--- src/rtl/xreg_pkg.sv ---
package xreg_pkg;
  localparam logic [3:0] SEL_ADDR   = 4'h0;
  localparam logic [3:0] SEL_DATA_P = 4'h1;
  localparam logic [3:0] SEL_RDADDR = 4'h3;
  localparam logic [3:0] SEL_WRAUX  = 4'h4;
  localparam logic [3:0] SEL_DATA_A = 4'h5;
  localparam logic [3:0] SEL_CMD0   = 4'h6;
  localparam logic [3:0] SEL_RDAUX  = 4'h7;
  localparam logic [3:0] SEL_WIN    = 4'hA;

  typedef enum logic [2:0] {
    RD_ZERO, RD_CMD0, RD_ADDR, RD_LEGACY, RD_STATUS, RD_EXTA, RD_EXTB
  } rdSrc_e;

  typedef struct packed {
    logic   wrCmd0;
    logic   wrAddr;
    logic   wrLegacy;
    logic   wrExtA;
    logic   wrExtB;
    logic   modeLoad;
    logic   modeVal;
    logic   compClr;
    logic   compStep;
    logic   rdEn;
    rdSrc_e rdSrc;
  } xStrobe_t;
endpackage

--- src/rtl/xreg_ctrl.sv ---
module xreg_ctrl
  import xreg_pkg::*;
#(
  parameter int DATA_W = 8
) (
  input  logic              clk,
  input  logic              rstN,
  input  logic [3:0]        sel,
  input  logic              wrStb,
  input  logic              rdStb,
  input  logic              extEn,
  input  logic [DATA_W-1:0] idx,
  output xStrobe_t          strb
);
  rdSrc_e src;
  logic   doWr;
  logic   doRd;

  always_comb begin
    doWr = wrStb;
    doRd = rdStb && !wrStb;
    case (sel)
      SEL_CMD0: src = RD_CMD0;
      SEL_ADDR: src = RD_ADDR;
      SEL_WIN: begin
        if (!extEn)                 src = RD_LEGACY;
        else if (idx == DATA_W'(0)) src = RD_STATUS;
        else if (idx == DATA_W'(1)) src = RD_EXTA;
        else if (idx == DATA_W'(2)) src = RD_EXTB;
        else                        src = RD_ZERO;
      end
      default: src = RD_ZERO;
    endcase
  end

  always_comb begin
    strb          = '0;
    strb.rdSrc    = src;
    strb.rdEn     = doRd;
    strb.wrCmd0   = doWr && (src == RD_CMD0);
    strb.wrAddr   = doWr && (src == RD_ADDR);
    strb.wrLegacy = doWr && (src == RD_LEGACY);
    strb.wrExtA   = doWr && (src == RD_EXTA);
    strb.wrExtB   = doWr && (src == RD_EXTB);
    if (doWr && (sel == SEL_ADDR || sel == SEL_WRAUX)) begin
      strb.modeLoad = 1'b1;
      strb.modeVal  = 1'b0;
      strb.compClr  = 1'b1;
    end else if (doWr && (sel == SEL_RDADDR || sel == SEL_RDAUX)) begin
      strb.modeLoad = 1'b1;
      strb.modeVal  = 1'b1;
      strb.compClr  = 1'b1;
    end
    strb.compStep = (doWr || doRd) && (sel == SEL_DATA_P || sel == SEL_DATA_A);
  end


  wr_onehot_chk: assert property (@(posedge clk) disable iff (!rstN)
    $onehot0({strb.wrCmd0, strb.wrAddr, strb.wrLegacy, strb.wrExtA, strb.wrExtB}));


  legacy_noext_chk: assert property (@(posedge clk) disable iff (!rstN)
    (sel == SEL_WIN && !extEn) |-> !(strb.wrExtA || strb.wrExtB));


  rw_excl_chk: assert property (@(posedge clk) disable iff (!rstN)
    wrStb |-> !strb.rdEn);
endmodule

--- src/rtl/xreg_datapath.sv ---
module xreg_datapath
  import xreg_pkg::*;
#(
  parameter int         DATA_W = 8,
  parameter logic [1:0] REV    = 2'b00
) (
  input  logic              clk,
  input  logic              rstN,
  input  xStrobe_t          strb,
  input  logic [DATA_W-1:0] wrData,
  input  logic              busyIn,
  input  logic              senseIn,
  output logic              extEn,
  output logic [DATA_W-1:0] idx,
  output logic [DATA_W-1:0] rdData
);
  localparam int ENABLE_BIT = DATA_W - 1;
  localparam logic [1:0] COMP_LAST = 2'd2;

  logic [DATA_W-1:0] cmd0Q, addrQ, legacyQ, extAQ, extBQ, rdDataQ, rdMux;
  logic              modeQ;
  logic [1:0]        compQ;
  logic [7:0]        statusByte;

  always_ff @(posedge clk) begin
    if (!rstN) begin
      cmd0Q   <= '0;
      addrQ   <= '0;
      legacyQ <= '0;
      extAQ   <= '0;
      extBQ   <= '0;
      modeQ   <= 1'b0;
      compQ   <= 2'd0;
      rdDataQ <= '0;
    end else begin
      if (strb.wrCmd0)   cmd0Q   <= wrData;
      if (strb.wrAddr)   addrQ   <= wrData;
      if (strb.wrLegacy) legacyQ <= wrData;
      if (strb.wrExtA)   extAQ   <= wrData;
      if (strb.wrExtB)   extBQ   <= wrData;
      if (strb.modeLoad) modeQ   <= strb.modeVal;
      if (strb.compClr)       compQ <= 2'd0;
      else if (strb.compStep) compQ <= (compQ == COMP_LAST) ? 2'd0 : compQ + 2'd1;
      if (strb.rdEn)     rdDataQ <= rdMux;
    end
  end

  always_comb begin
    statusByte = {1'b0, busyIn, REV, senseIn, modeQ, compQ};
    case (strb.rdSrc)
      RD_CMD0:   rdMux = cmd0Q;
      RD_ADDR:   rdMux = addrQ;
      RD_LEGACY: rdMux = legacyQ;
      RD_STATUS: rdMux = DATA_W'(statusByte);
      RD_EXTA:   rdMux = extAQ;
      RD_EXTB:   rdMux = extBQ;
      default:   rdMux = '0;
    endcase
  end

  assign extEn  = cmd0Q[ENABLE_BIT];
  assign idx    = addrQ;
  assign rdData = rdDataQ;


  comp_range_chk: assert property (@(posedge clk) disable iff (!rstN)
    compQ != 2'b11);


  comp_clr_chk: assert property (@(posedge clk) disable iff (!rstN)
    strb.compClr |=> compQ == 2'd0);


  mode_load_chk: assert property (@(posedge clk) disable iff (!rstN)
    strb.modeLoad |=> modeQ == $past(strb.modeVal));


  exta_hold_chk: assert property (@(posedge clk) disable iff (!rstN)
    !strb.wrExtA |=> $stable(extAQ));


  rd_hold_chk: assert property (@(posedge clk) disable iff (!rstN)
    !strb.rdEn |=> $stable(rdDataQ));
endmodule

--- src/rtl/xreg_window.sv ---
module xreg_window
  import xreg_pkg::*;
#(
  parameter int         DATA_W = 8,
  parameter logic [1:0] REV    = 2'b00
) (
  input  logic              clk,
  input  logic              rstN,
  input  logic [3:0]        sel,
  input  logic [DATA_W-1:0] wrData,
  input  logic              wrStb,
  input  logic              rdStb,
  input  logic              busyIn,
  input  logic              senseIn,
  output logic [DATA_W-1:0] rdData
);
  xStrobe_t          strb;
  logic              extEn;
  logic [DATA_W-1:0] idx;

  xreg_ctrl #(.DATA_W(DATA_W)) uCtrl (
    .clk(clk), .rstN(rstN), .sel(sel), .wrStb(wrStb), .rdStb(rdStb),
    .extEn(extEn), .idx(idx), .strb(strb)
  );

  xreg_datapath #(.DATA_W(DATA_W), .REV(REV)) uDp (
    .clk(clk), .rstN(rstN), .strb(strb), .wrData(wrData),
    .busyIn(busyIn), .senseIn(senseIn),
    .extEn(extEn), .idx(idx), .rdData(rdData)
  );
endmodule

--- config.mk ---
export PLATFORM = sky130hd
export DESIGN_NAME = xreg_window
export DESIGN_NICKNAME = d
export VERILOG_FILES = /design/src/rtl/xreg_pkg.sv /design/src/rtl/xreg_ctrl.sv /design/src/rtl/xreg_datapath.sv /design/src/rtl/xreg_window.sv
export SDC_FILE = /design/constraint.sdc
export NUM_CORES = 1
export LEC_CHECK = 0
export ABC_AREA = 1
export BUFFER_PORTS_ARGS = -buffer_cell sky130_fd_sc_hd__clkbuf_2
export CORE_MARGIN = 10
export CORE_UTILIZATION = 60
export CTS_CLUSTER_SIZE = 16
export DETAILED_ROUTE_END_ITERATION = 12
export PLACE_DENSITY = 0.89
export SETUP_SLACK_MARGIN = 0.1
export SYNTH_ARGS = -nofsm -noshare
export SYNTH_HDL_FRONTEND = slang
export SYNTH_SLANG_ARGS = --single-unit
--- constraint.sdc ---
create_clock -name clk -period 3.5 [get_ports clk]
set_clock_uncertainty 0.2 [all_clocks]
set_input_delay 0.35 -clock clk [delete_from_list [all_inputs] [get_ports clk]]
set_output_delay 0.35 -clock clk [all_outputs]
set_load 0.03 [all_outputs]
==> Yosys cells after proc, flatten, opt, wreduce, memory -nomap -nowiden <==
Cells that the tools add are included.
{ "classes": {"n_shift": 0, "div_mod_pow": 0, "mux": 9, "n_eq_ne": 16, "mul": 0, "n_lt_le_gt_ge": 0, "n_reduce_logical": 17, "n_addsub": 1, "n_bitwise": 1} }
{ "ops": {"columns": ["op", "n"], "rows": [
  ["8-bit case mux with 6 select lines", 1],
  ["3-bit 2-to-1 mux", 6],
  ["4-bit by 3-bit equality test with 1-bit output (second input constant)", 4],
  ["3-bit equality test (second input constant)", 3],
  ["1-bit logical AND", 9],
  ["3-bit case mux with 3 select lines", 1],
  ["8-bit by 1-bit equality test with 1-bit output (second input constant)", 1],
  ["8-bit by 2-bit equality test with 1-bit output (second input constant)", 1],
  ["8-bit logical NOT", 1],
  ["3-bit by 2-bit equality test with 1-bit output (second input constant)", 2],
  ["4-bit by 1-bit equality test with 1-bit output (second input constant)", 1],
  ["4-bit by 2-bit equality test with 1-bit output (second input constant)", 1],
  ["4-bit equality test (second input constant)", 1],
  ["4-bit logical NOT", 1],
  ["1-bit logical OR", 4],
  ["3-bit by 1-bit equality test with 1-bit output (second input constant)", 1],
  ["2-bit by 1-bit adder with 2-bit output (second input constant)", 1],
  ["2-bit equality test (second input constant)", 1],
  ["2-bit 2-to-1 mux", 1],
  ["2-bit OR reduction", 1],
  ["1-bit logical NOT", 1],
  ["1-bit inverter", 1]
]} }
{ "totals": {"elab_cells": 52, "latch_bits": 0, "regBits": 51, "romBits": 0, "input_bits": 18, "ram_bits": 0, "mem_count": 0} }

==> Longest topological paths before layout <==
Gate-level depths: netlist of run 1.
{ "logic_depth": {"ltp_word": 8, "depth_mapped": 15, "mapped_depth_nobuf": 15} }

==> By module <==
A second synthesis of run 1 with hierarchy kept.
{ "hier_totals": {"hier_cells": 377, "area_unflattened_um2": 2606.2} }
{ "modules_own_cells": {"columns": ["mod", "cells_each", "area_per_inst_um2", "n_inst"], "rows": [
  ["xreg_datapath", 312, 2309.7, 1],
  ["xreg_ctrl", 65, 296.5, 1]
]} }

==> Worst setup path before layout of run 1 <==
No wires, ideal clock.
{ "synth_timing": {"path_kind": "input-to-reg", "start": "input port sel[0]", "end": "register uDp.legacyQ[0]", "setup_slack_ps": 1597, "path_stages": 11, "path_buffers": 1, "t_arrival_ps": 1570, "required_ps": 3168, "path_cell_list": "inv_1 -> nand2_1 -> nor3_4 -> nand2_1 -> nand2_2 -> nand2_1 -> inv_2 -> buf_6 -> nand2_1 -> nand2_1 -> a21oi_1"} }
{ "synth_via": {"elab_chain_len": 4} }
{ "synth_rtl": {"columns": ["element", "line", "source"], "rows": [
  ["start, declared", "xreg_window.sv:9", "input logic [3:0] sel,"],
  ["4-bit equality test, or another cell as far along", "xreg_ctrl.sv:22", "case (sel)"],
  ["3-bit case mux with 3 select lines *", "xreg_ctrl.sv:22", null],
  ["3-bit by 2-bit equality test with 1-bit output *", "xreg_ctrl.sv:42", "strb.wrLegacy = doWr && (src == RD_LEGACY);"],
  ["1-bit logical AND *", "xreg_ctrl.sv:42", null],
  ["end signal, assigned", "xreg_datapath.sv:38", "if (strb.wrLegacy) legacyQ <= wrData;"],
  ["end, declared", "xreg_datapath.sv:20", "logic [DATA_W-1:0] cmd0Q, addrQ, legacyQ, extAQ, extBQ, rdDataQ, rdMux;"]
]} }
Mark *: on every way between the ends. The rest lies on a longest branch, timed or not.
A chain may end at the register's enable or synchronous reset.

==> Worst setup path after layout of run 1 <==
{ "layout_timing": {"start": "register uDp.addrQ[4], in the netlist uDp.idx[4]", "end": "register uDp.legacyQ[2]"} }
{ "layout_via": {"elab_chain_len": 8} }
{ "layout_rtl": {"columns": ["element", "line", "source"], "rows": [
  ["start, declared", "xreg_datapath.sv:20", null],
  ["start signal, assigned", "xreg_datapath.sv:37", "if (strb.wrAddr) addrQ <= wrData;"],
  ["8-bit by 2-bit equality test with 1-bit output", "xreg_ctrl.sv:29", "else if (idx == DATA_W'(2)) src = RD_EXTB;"],
  ["3-bit 2-to-1 mux", "xreg_ctrl.sv:29", null],
  ["3-bit 2-to-1 mux", "xreg_ctrl.sv:28", "else if (idx == DATA_W'(1)) src = RD_EXTA;"],
  ["3-bit 2-to-1 mux *", "xreg_ctrl.sv:27", "else if (idx == DATA_W'(0)) src = RD_STATUS;"],
  ["3-bit 2-to-1 mux *", "xreg_ctrl.sv:26", "if (!extEn) src = RD_LEGACY;"],
  ["3-bit case mux with 3 select lines *", "xreg_ctrl.sv:22", null],
  ["3-bit by 2-bit equality test with 1-bit output *", "xreg_ctrl.sv:42", null],
  ["1-bit logical AND *", "xreg_ctrl.sv:42", null]
]} }
Marked as above.

==> results of run 1 <==
-- routing by layer --
metal  track usage  wire (um)
met1         0.237       2720
met5             0          0
met4        0.0791        193
met3        0.0459        608
met2         0.277       2820
-- Yosys cell counts (3+ instances only) --
cell | count | area [um^2]
nand2_1 | 82 | 308
inv_1 | 41 | 154
o21ai_0 | 15 | 75.1
inv_2 | 4 | 15.0
nor2_4 | 3 | 33.8
a21oi_1 | 36 | 180
a211oi_1 | 17 | 128
nand4_1 | 11 | 68.8
nand3_1 | 28 | 140
nor2_1 | 29 | 109
dfxtp_1 | 51 | 1020
o22ai_1 | 3 | 18.8
clkbuf_1 | 7 | 26.3
-- power breakdown --
group,total (W),internal (W),switching (W)
combinational,0.0000757,0.0000187,0.0000569
sequential,0.000588,0.000585,0.00000285
clock,0.000426,0.000231,0.000194
-- layout make-up --
| type | count | share of cell area |
|---|---|---|
| multi-input combinational | 237 | 0.438 |
| tap | 50 | 0.0235 |
| clock inverter | 2 | 0.0132 |
| sequential | 51 | 0.384 |
| timing repair buffer | 25 | 0.0470 |
| clock buffer | 6 | 0.0310 |
| inverter | 45 | 0.0635 |
-- final timing paths --
kind | end | depth (start not counted)
worst min-delay path | uDp.modeQ$_SDFFE_PN0P_ | 3
worst max register to register | uDp.legacyQ[2]$_SDFFE_PN0P_ | 12
worst max-delay path | uDp.legacyQ[2]$_SDFFE_PN0P_ | 12
worst min register to register | uDp.cmd0Q[5]$_SDFFE_PN0P_ | 2
-- cell families (layout without fill, tap and decap cells) --
family,after synthesis,count (layout),synth area share
flip-flops,51,51,0.421
AO/OA/AOI/OAI,74,74,0.175
AND/OR/NAND/NOR,163,163,0.306
buffers and inverters,58,78,0.0971
-- metrics by stage --
| stage | power, W | cell area (um^2) |
|---|---|---|
| 3_5_place_dp | 0.000675 | 2540 |
| 4_1_cts | 0.00109 | 2660 |
| 5_1_grt | 0.00113 | 2660 |
| 6_report | 0.00109 | 2660 |
| 3_3_place_gp | 0.000674 | 2540 |
| 2_1_floorplan | 0.000645 | 2420 |
-- flip-flops by register name, summed over array words and instances (netlist names) --
| signal | count |
|---|---|
| uDp.cmd0Q | 8 |
| uDp.legacyQ | 8 |
| uDp.modeQ | 1 |
| uDp.idx | 8 |
| uDp.rdData | 8 |
| uDp.extBQ | 8 |
| uDp.extAQ | 8 |
| uDp.compQ | 2 |
-- worst min-delay path, delay by kind of cell --
family                 cells  cell delay [ns]
AO/OA/AOI/OAI              1             0.07
AND/OR/NAND/NOR            1             0.11
buffers and inverters      1             0.09
==> flow_summary_export.csv, run 1 <==
group,metric,value,unit
run_status,status,"completed",
timing,period_share,0.642,
drt,vias,2400,
floorplan,die-area,0.00698,mm^2
timing,clock.fmax,445,MHz
timing,setup_tns,0,ns
cts,clkSlewWorstSetupHoldPaths,0.09,ns
timing,finalHoldViolations,0,
cells_and_area,final_cell_mix,"82 x nand2_1, 51 x dfxtp_1, 41 x inv_1, 36 x a21oi_1, 29 x nor2_1",
timing,maxSlewHeadroom,0.584,
critical_path,crit_slowest_cell,"dfxtp_1",
global_route,grt_pass1_vias,2222,
drt,dr.pass1.iters,5,
drt,wirelength,6340,um
floorplan,io-pin-count,26,
cts,cts_setup_buffers,0,
cells_and_area,fin_util,0.675,
global_route,globalRouteOverflowTotal,0,
critical_path,cp-startpoint,"uDp.idx[4]$_SDFFE_PN0P_",
synth,synthCells,346,
pwr,vdd_ir_drop_max,0.338,mV
drt,drt_iter0_markers,334,
cells_and_area,drive_gt1_frac,0.134,
synth,synthFlopType,"dfxtp_1",
placed_design,dp_hpwl,4550,um
pwr,p_leak,1.05,nW
critical_path,reg2reg_from,"uDp.idx[4]$_SDFFE_PN0P_",
cells_and_area,num_antenna_cells,0,
global_route,grt_max_degree,38,
critical_path,critPathLaunchType,"flip-flop",
global_route,grt_antenna_before_repair,0,
cells_and_area,area_delta_synth_final,9.87,%
drt,drc_errors,0,
timing,rsz0062_at_grt,"no",
synth,syn_area,0.00242,mm^2
critical_path,crit_arrival,2.22,ns
drt,wl_per_cell,15.2,um
worst_hold_path,worstHoldStart,"sel[0]",
floorplan,die_y,83.5,um
cells_and_area,final_cells,416,
cells_and_area,multi_input_area,0.00117,mm^2
cells_and_area,register_area,0.00102,mm^2
synth,yosysWarnings,0,
critical_path,path_class,"reg2reg",
timing,setup_slack,1.25,ns
synth,netlist-cell-type-count,25,
worst_hold_path,hp-class,"in2reg",
cts,cts_hold_buf,0,
floorplan,core_region_area,0.00394,mm^2
floorplan,num_rows,23,
critical_path,required,3.47,ns
pwr,p_per_area,409,mW/mm^2
critical_path,max_stage_delay,0.32,ns
cts,cts_max_path_buffers,2,
timing,setup_viol,0,
critical_path,cp-end-kind,"flip-flop",
cts,cts-resized-gates,0,
placed_design,io_buffers,25,
cells_and_area,nFillCells,334,
placed_design,dp_slack,1.16,ns
cts,cts_tree,"done",
timing,drv_slew,0,
synth,synth-edff-count,0,
floorplan,start_util,0.614,
cts,root_buffer,"clkbuf_8",
timing,tightest_slew,0.623,ns
cells_and_area,layout.nets,383,
cts,numClockSinks,51,
run,cap_violations,0,
critical_path,cpMostUsedCell,"nand2_1",
floorplan,die-width,83.5,um
cells_and_area,layout.cells.most_common,"nand2_1",
synth,avgSynthCellArea,7.00,um^2
cts,clk_latency,0.30,ns
drt,vias_per_cell,5.77,
placed_design,dpl.cell_count,408,
global_route,grt_pass1_wl,10600,um
timing,holdWs,0.154,ns
timing,finalCriticalPeriod,2.25,ns
synth,syn-num-nets,364,
critical_path,crit_chain,"inv_1 > nand2_1 > nor2_1 > nand2_1 > nand2_1 > nand2_1 > nand2_2 > nand2_1 > inv_2 > nand2_1 > nand2_1 > a21oi_1",
synth,ys_seq_area_frac,0.421,
cts,cts-buffers-inserted,5,
critical_path,crit_buf_inv,2,
placed_design,gp_congestion,0.933,
drt,antenna_left,0,
synth,synth-async-reset-ratio,0,
critical_path,r2r_slack,1.25,ns
synth,ys_ff_latch,51,
global_route,track_usage,0.182,
critical_path,crit_fanout,17,
cts,h-tree-depth,2,
critical_path,cpLargestDelayFamily,"simple AND/OR/NAND/NOR gates",
Power figures use the tool's default switching activity.
==> run 2, diff against run 1 <==
--- a/config.mk
+++ b/config.mk
@@ -8,10 +8,10 @@
 export ABC_AREA = 1
 export BUFFER_PORTS_ARGS = -buffer_cell sky130_fd_sc_hd__clkbuf_2
 export CORE_MARGIN = 10
-export CORE_UTILIZATION = 60
+export CORE_UTILIZATION = 58
 export CTS_CLUSTER_SIZE = 16
 export DETAILED_ROUTE_END_ITERATION = 12
-export PLACE_DENSITY = 0.89
+export PLACE_DENSITY = 0.87
 export SETUP_SLACK_MARGIN = 0.1
 export SYNTH_ARGS = -nofsm -noshare
 export SYNTH_HDL_FRONTEND = slang
==> constraint.sdc (replaced) <==
create_clock -name clk -period 2.1 [get_ports clk]
set_clock_uncertainty 0.2 [all_clocks]
set_input_delay 0.21 -clock clk [delete_from_list [all_inputs] [get_ports clk]]
set_output_delay 0.21 -clock clk [all_outputs]
set_load 0.03 [all_outputs]
==> run 2 against run 1 <==
Power up 56%. Sequential share of layout area is 2.9 points lower. Hold slack got worse by 0.15 ns. Largest cell class unchanged. Largest power group unchanged.
==> flow_summary_export.csv, run 2 (same netlist as run 1, synthesis figures left out) <==
group,metric,value,unit
cts,clk_latency,0.32,ns
cells_and_area,final_cell_mix,"72 x nand2_1, 47 x dfxtp_1, 38 x inv_1, 36 x a21oi_1, 28 x nand3_1",
cells_and_area,fin_area,0.00289,mm^2
pwr,p_per_area,588,mW/mm^2
cells_and_area,layout.nets,403,
critical_path,crit_arrival,1.95,ns
floorplan,die-area,0.00716,mm^2
run_status,status,"completed",
pwr,p_leak,1.15,nW
critical_path,required,2.07,ns
drt,dr.pass1.iters,5,
critical_path,cpLargestDelayFamily,"simple AND/OR/NAND/NOR gates",
critical_path,max_stage_delay,0.33,ns
cts,cts_tree,"done",
global_route,grt_pass1_vias,2224,
pwr,switching_share,0.263,
drt,wirelength,7000,um
floorplan,io-pin-count,26,
drt,wl_per_cell,16.1,um
timing,clock.fmax,504,MHz
drt,drt_iter0_markers,329,
global_route,globalRouteOverflowTotal,0,
drt,vias,2562,
placed_design,place_area,0.00260,mm^2
cts,root_buffer,"clkbuf_8",
worst_hold_path,whs_path_depth,3,
floorplan,core_region_area,0.00403,mm^2
timing,maxSlewHeadroom,0.575,
critical_path,crit_fanout,8,
critical_path,cp-end-kind,"flip-flop",
critical_path,r2r_cells,10,
drt,drc_errors,0,
critical_path,r2r_slack,0.12,ns
pwr,p_comb_frac,0.088,
worst_hold_path,hold-path-endpoint,"uDp.modeQ$_SDFFE_PN0P_",
pwr,seqPwrFrac,0.576,
placed_design,dp_slack,-0.0166,ns
critical_path,reg2reg_from,"uDp.idx[2]$_SDFFE_PN0P_",
global_route,grt_max_degree,38,
timing,holdWs,0.00410,ns
critical_path,crit_slowest_cell,"dfxtp_1",
timing,drv_slew,0,
critical_path,crit_chain,"inv_1 > nand2_2 > nor2_1 > nand2_1 > nand2_2 > a21oi_2 > nor2_4 > nand3_2 > nor2_1 > a211oi_1",
floorplan,die-width,84.6,um
worst_hold_path,hp-class,"in2reg",
global_route,grt_antenna_before_repair,0,
timing,setup_slack,0.116,ns
critical_path,reg2reg_to,"uDp.extBQ[1]$_SDFFE_PN0P_",
critical_path,crit_buf_inv,1,
cts,clkSlewWorstSetupHoldPaths,0.09,ns
pwr,netSwitchingPower,0.000448,W
drt,vias_per_cell,5.88,
global_route,track_usage,0.173,
cts,cts_hold_buf,0,
timing,rsz0062_at_grt,"yes",
cts,cts_max_path_buffers,2,
cells_and_area,num_antenna_cells,0,
pwr,vdd_ir_drop_max,0.484,mV
cts,cts-buffers-inserted,5,
timing,finalHoldViolations,0,
run,cap_violations,0,
critical_path,path_class,"reg2reg",
floorplan,die_y,84.6,um
cts,h-tree-depth,2,
cts,numClockSinks,51,
global_route,grt_pass1_wl,10400,um
cells_and_area,nFillCells,316,
floorplan,start_util,0.601,
floorplan,num_rows,23,
placed_design,io_buffers,25,
worst_hold_path,worstHoldStart,"sel[0]",
critical_path,critPathLaunchType,"flip-flop",
drt,antenna_left,0,
cells_and_area,layout.cells.most_common,"nand2_1",
cells_and_area,area_delta_synth_final,19.4,%
pwr,internal-power,0.00125,W
timing,period_share,0.945,
timing,setup_viol,0,
placed_design,gp_congestion,0.948,
placed_design,dp_hpwl,4350,um
pwr,p_clk_frac,0.335,
timing,finalCriticalPeriod,1.98,ns
timing,tightest_slew,0.636,ns
cells_and_area,drive_gt1_frac,0.241,
## run 2: changes by cell type in the layout (fill, tap and decap cells not counted), moves of 3 or more
cell / delta
nand3_4: +3
nand2_1: -10
buf_4: +17
nand2_2: +8
dfxtp_2: +4
dfxtp_1: -4
nor2_1: -5
inv_1: -3
nor2_2: +3
## run 2: routing by layer
metal  GRT usage  routed length, um  vias to the layer above
li1            -                  -                     1227
met1       0.217               2790                     1128
met2       0.280               3120                      165
met3      0.0396                753                       42
met4      0.0704                333                        0
met5           0                  0                        -
## run 2: worst min-delay path: cells and delay by family
kind                   cells  cell delay [ns]
buffers and inverters      1             0.09
AOI/OAI and AO/OA          1             0.07
and+or+nand+nor            1             0.11
## run 2: timing repair
item | in CTS | in global routing
gates resized for setup | 6 | 31
setup buffers | 0 | 10
gates cloned | 0 | 3
endpoints found under the setup margin | 32 | 32
pin swaps | 0 | 8
## run 2: cell type report
| type | count | area, um^2 | area share |
|---|---|---|---|
| Sequential cell | 51 | 1030 | 0.355 |
| Multi-Input combinational cell | 239 | 1280 | 0.444 |
| Tap cell | 50 | 62.6 | 0.0216 |
| Clock inverter | 3 | 18.8 | 0.00649 |
| Inverter | 45 | 174 | 0.0601 |
| Clock buffer | 5 | 68.8 | 0.0238 |
| Timing Repair inverter | 1 | 6.26 | 0.00216 |
| Timing Repair Buffer | 42 | 253 | 0.0874 |
## run 2: power groups by stage
stage / Clock, W / Combinational (W) / Sequential (W)
6_report: 0.000570 / 0.000150 / 0.000980
3_3_place_gp: 0 / 0.000124 / 0.00100
3_5_place_dp: 0 / 0.000126 / 0.00100
5_1_grt: 0.000622 / 0.000164 / 0.000982
4_1_cts: 0.000576 / 0.000130 / 0.000980
2_1_floorplan: 0 / 0.0000738 / 0.00100
## run 2: how the worst max path moves through the flow
| stage | from | to | slack, ns | depth (start not counted) |
|---|---|---|---|---|
| after floorplan | uDp.idx[5]$_SDFFE_PN0P_ | uDp.legacyQ[0]$_SDFFE_PN0P_ | 0.27 | 13 |
| after CTS | uDp.idx[3]$_SDFFE_PN0P_ | uDp.extBQ[1]$_SDFFE_PN0P_ | 0.11 | 10 |
| after global placement | sel[0] | uDp.rdData[5]$_SDFFE_PN0P_ | 0.05 | 13 |
| final | uDp.idx[2]$_SDFFE_PN0P_ | uDp.extBQ[1]$_SDFFE_PN0P_ | 0.12 | 10 |
| after global routing | uDp.idx[2]$_SDFFE_PN0P_ | uDp.rdData[2]$_SDFFE_PN0P_ | 0.01 | 15 |
| after detailed placement | sel[0] | uDp.legacyQ[4]$_SDFFE_PN0P_ | -0.02 | 11 |
## run 2: through the flow
step                cells  setup TNS (ns)  total power [W]   util
global route          436               0          0.00177  0.718
CTS                   423               0          0.00169  0.673
global placement      415               0          0.00113  0.644
finish                436               0          0.00170  0.718
floorplan             346               0          0.00108      -
detailed placement    415         -0.0585          0.00113  0.644
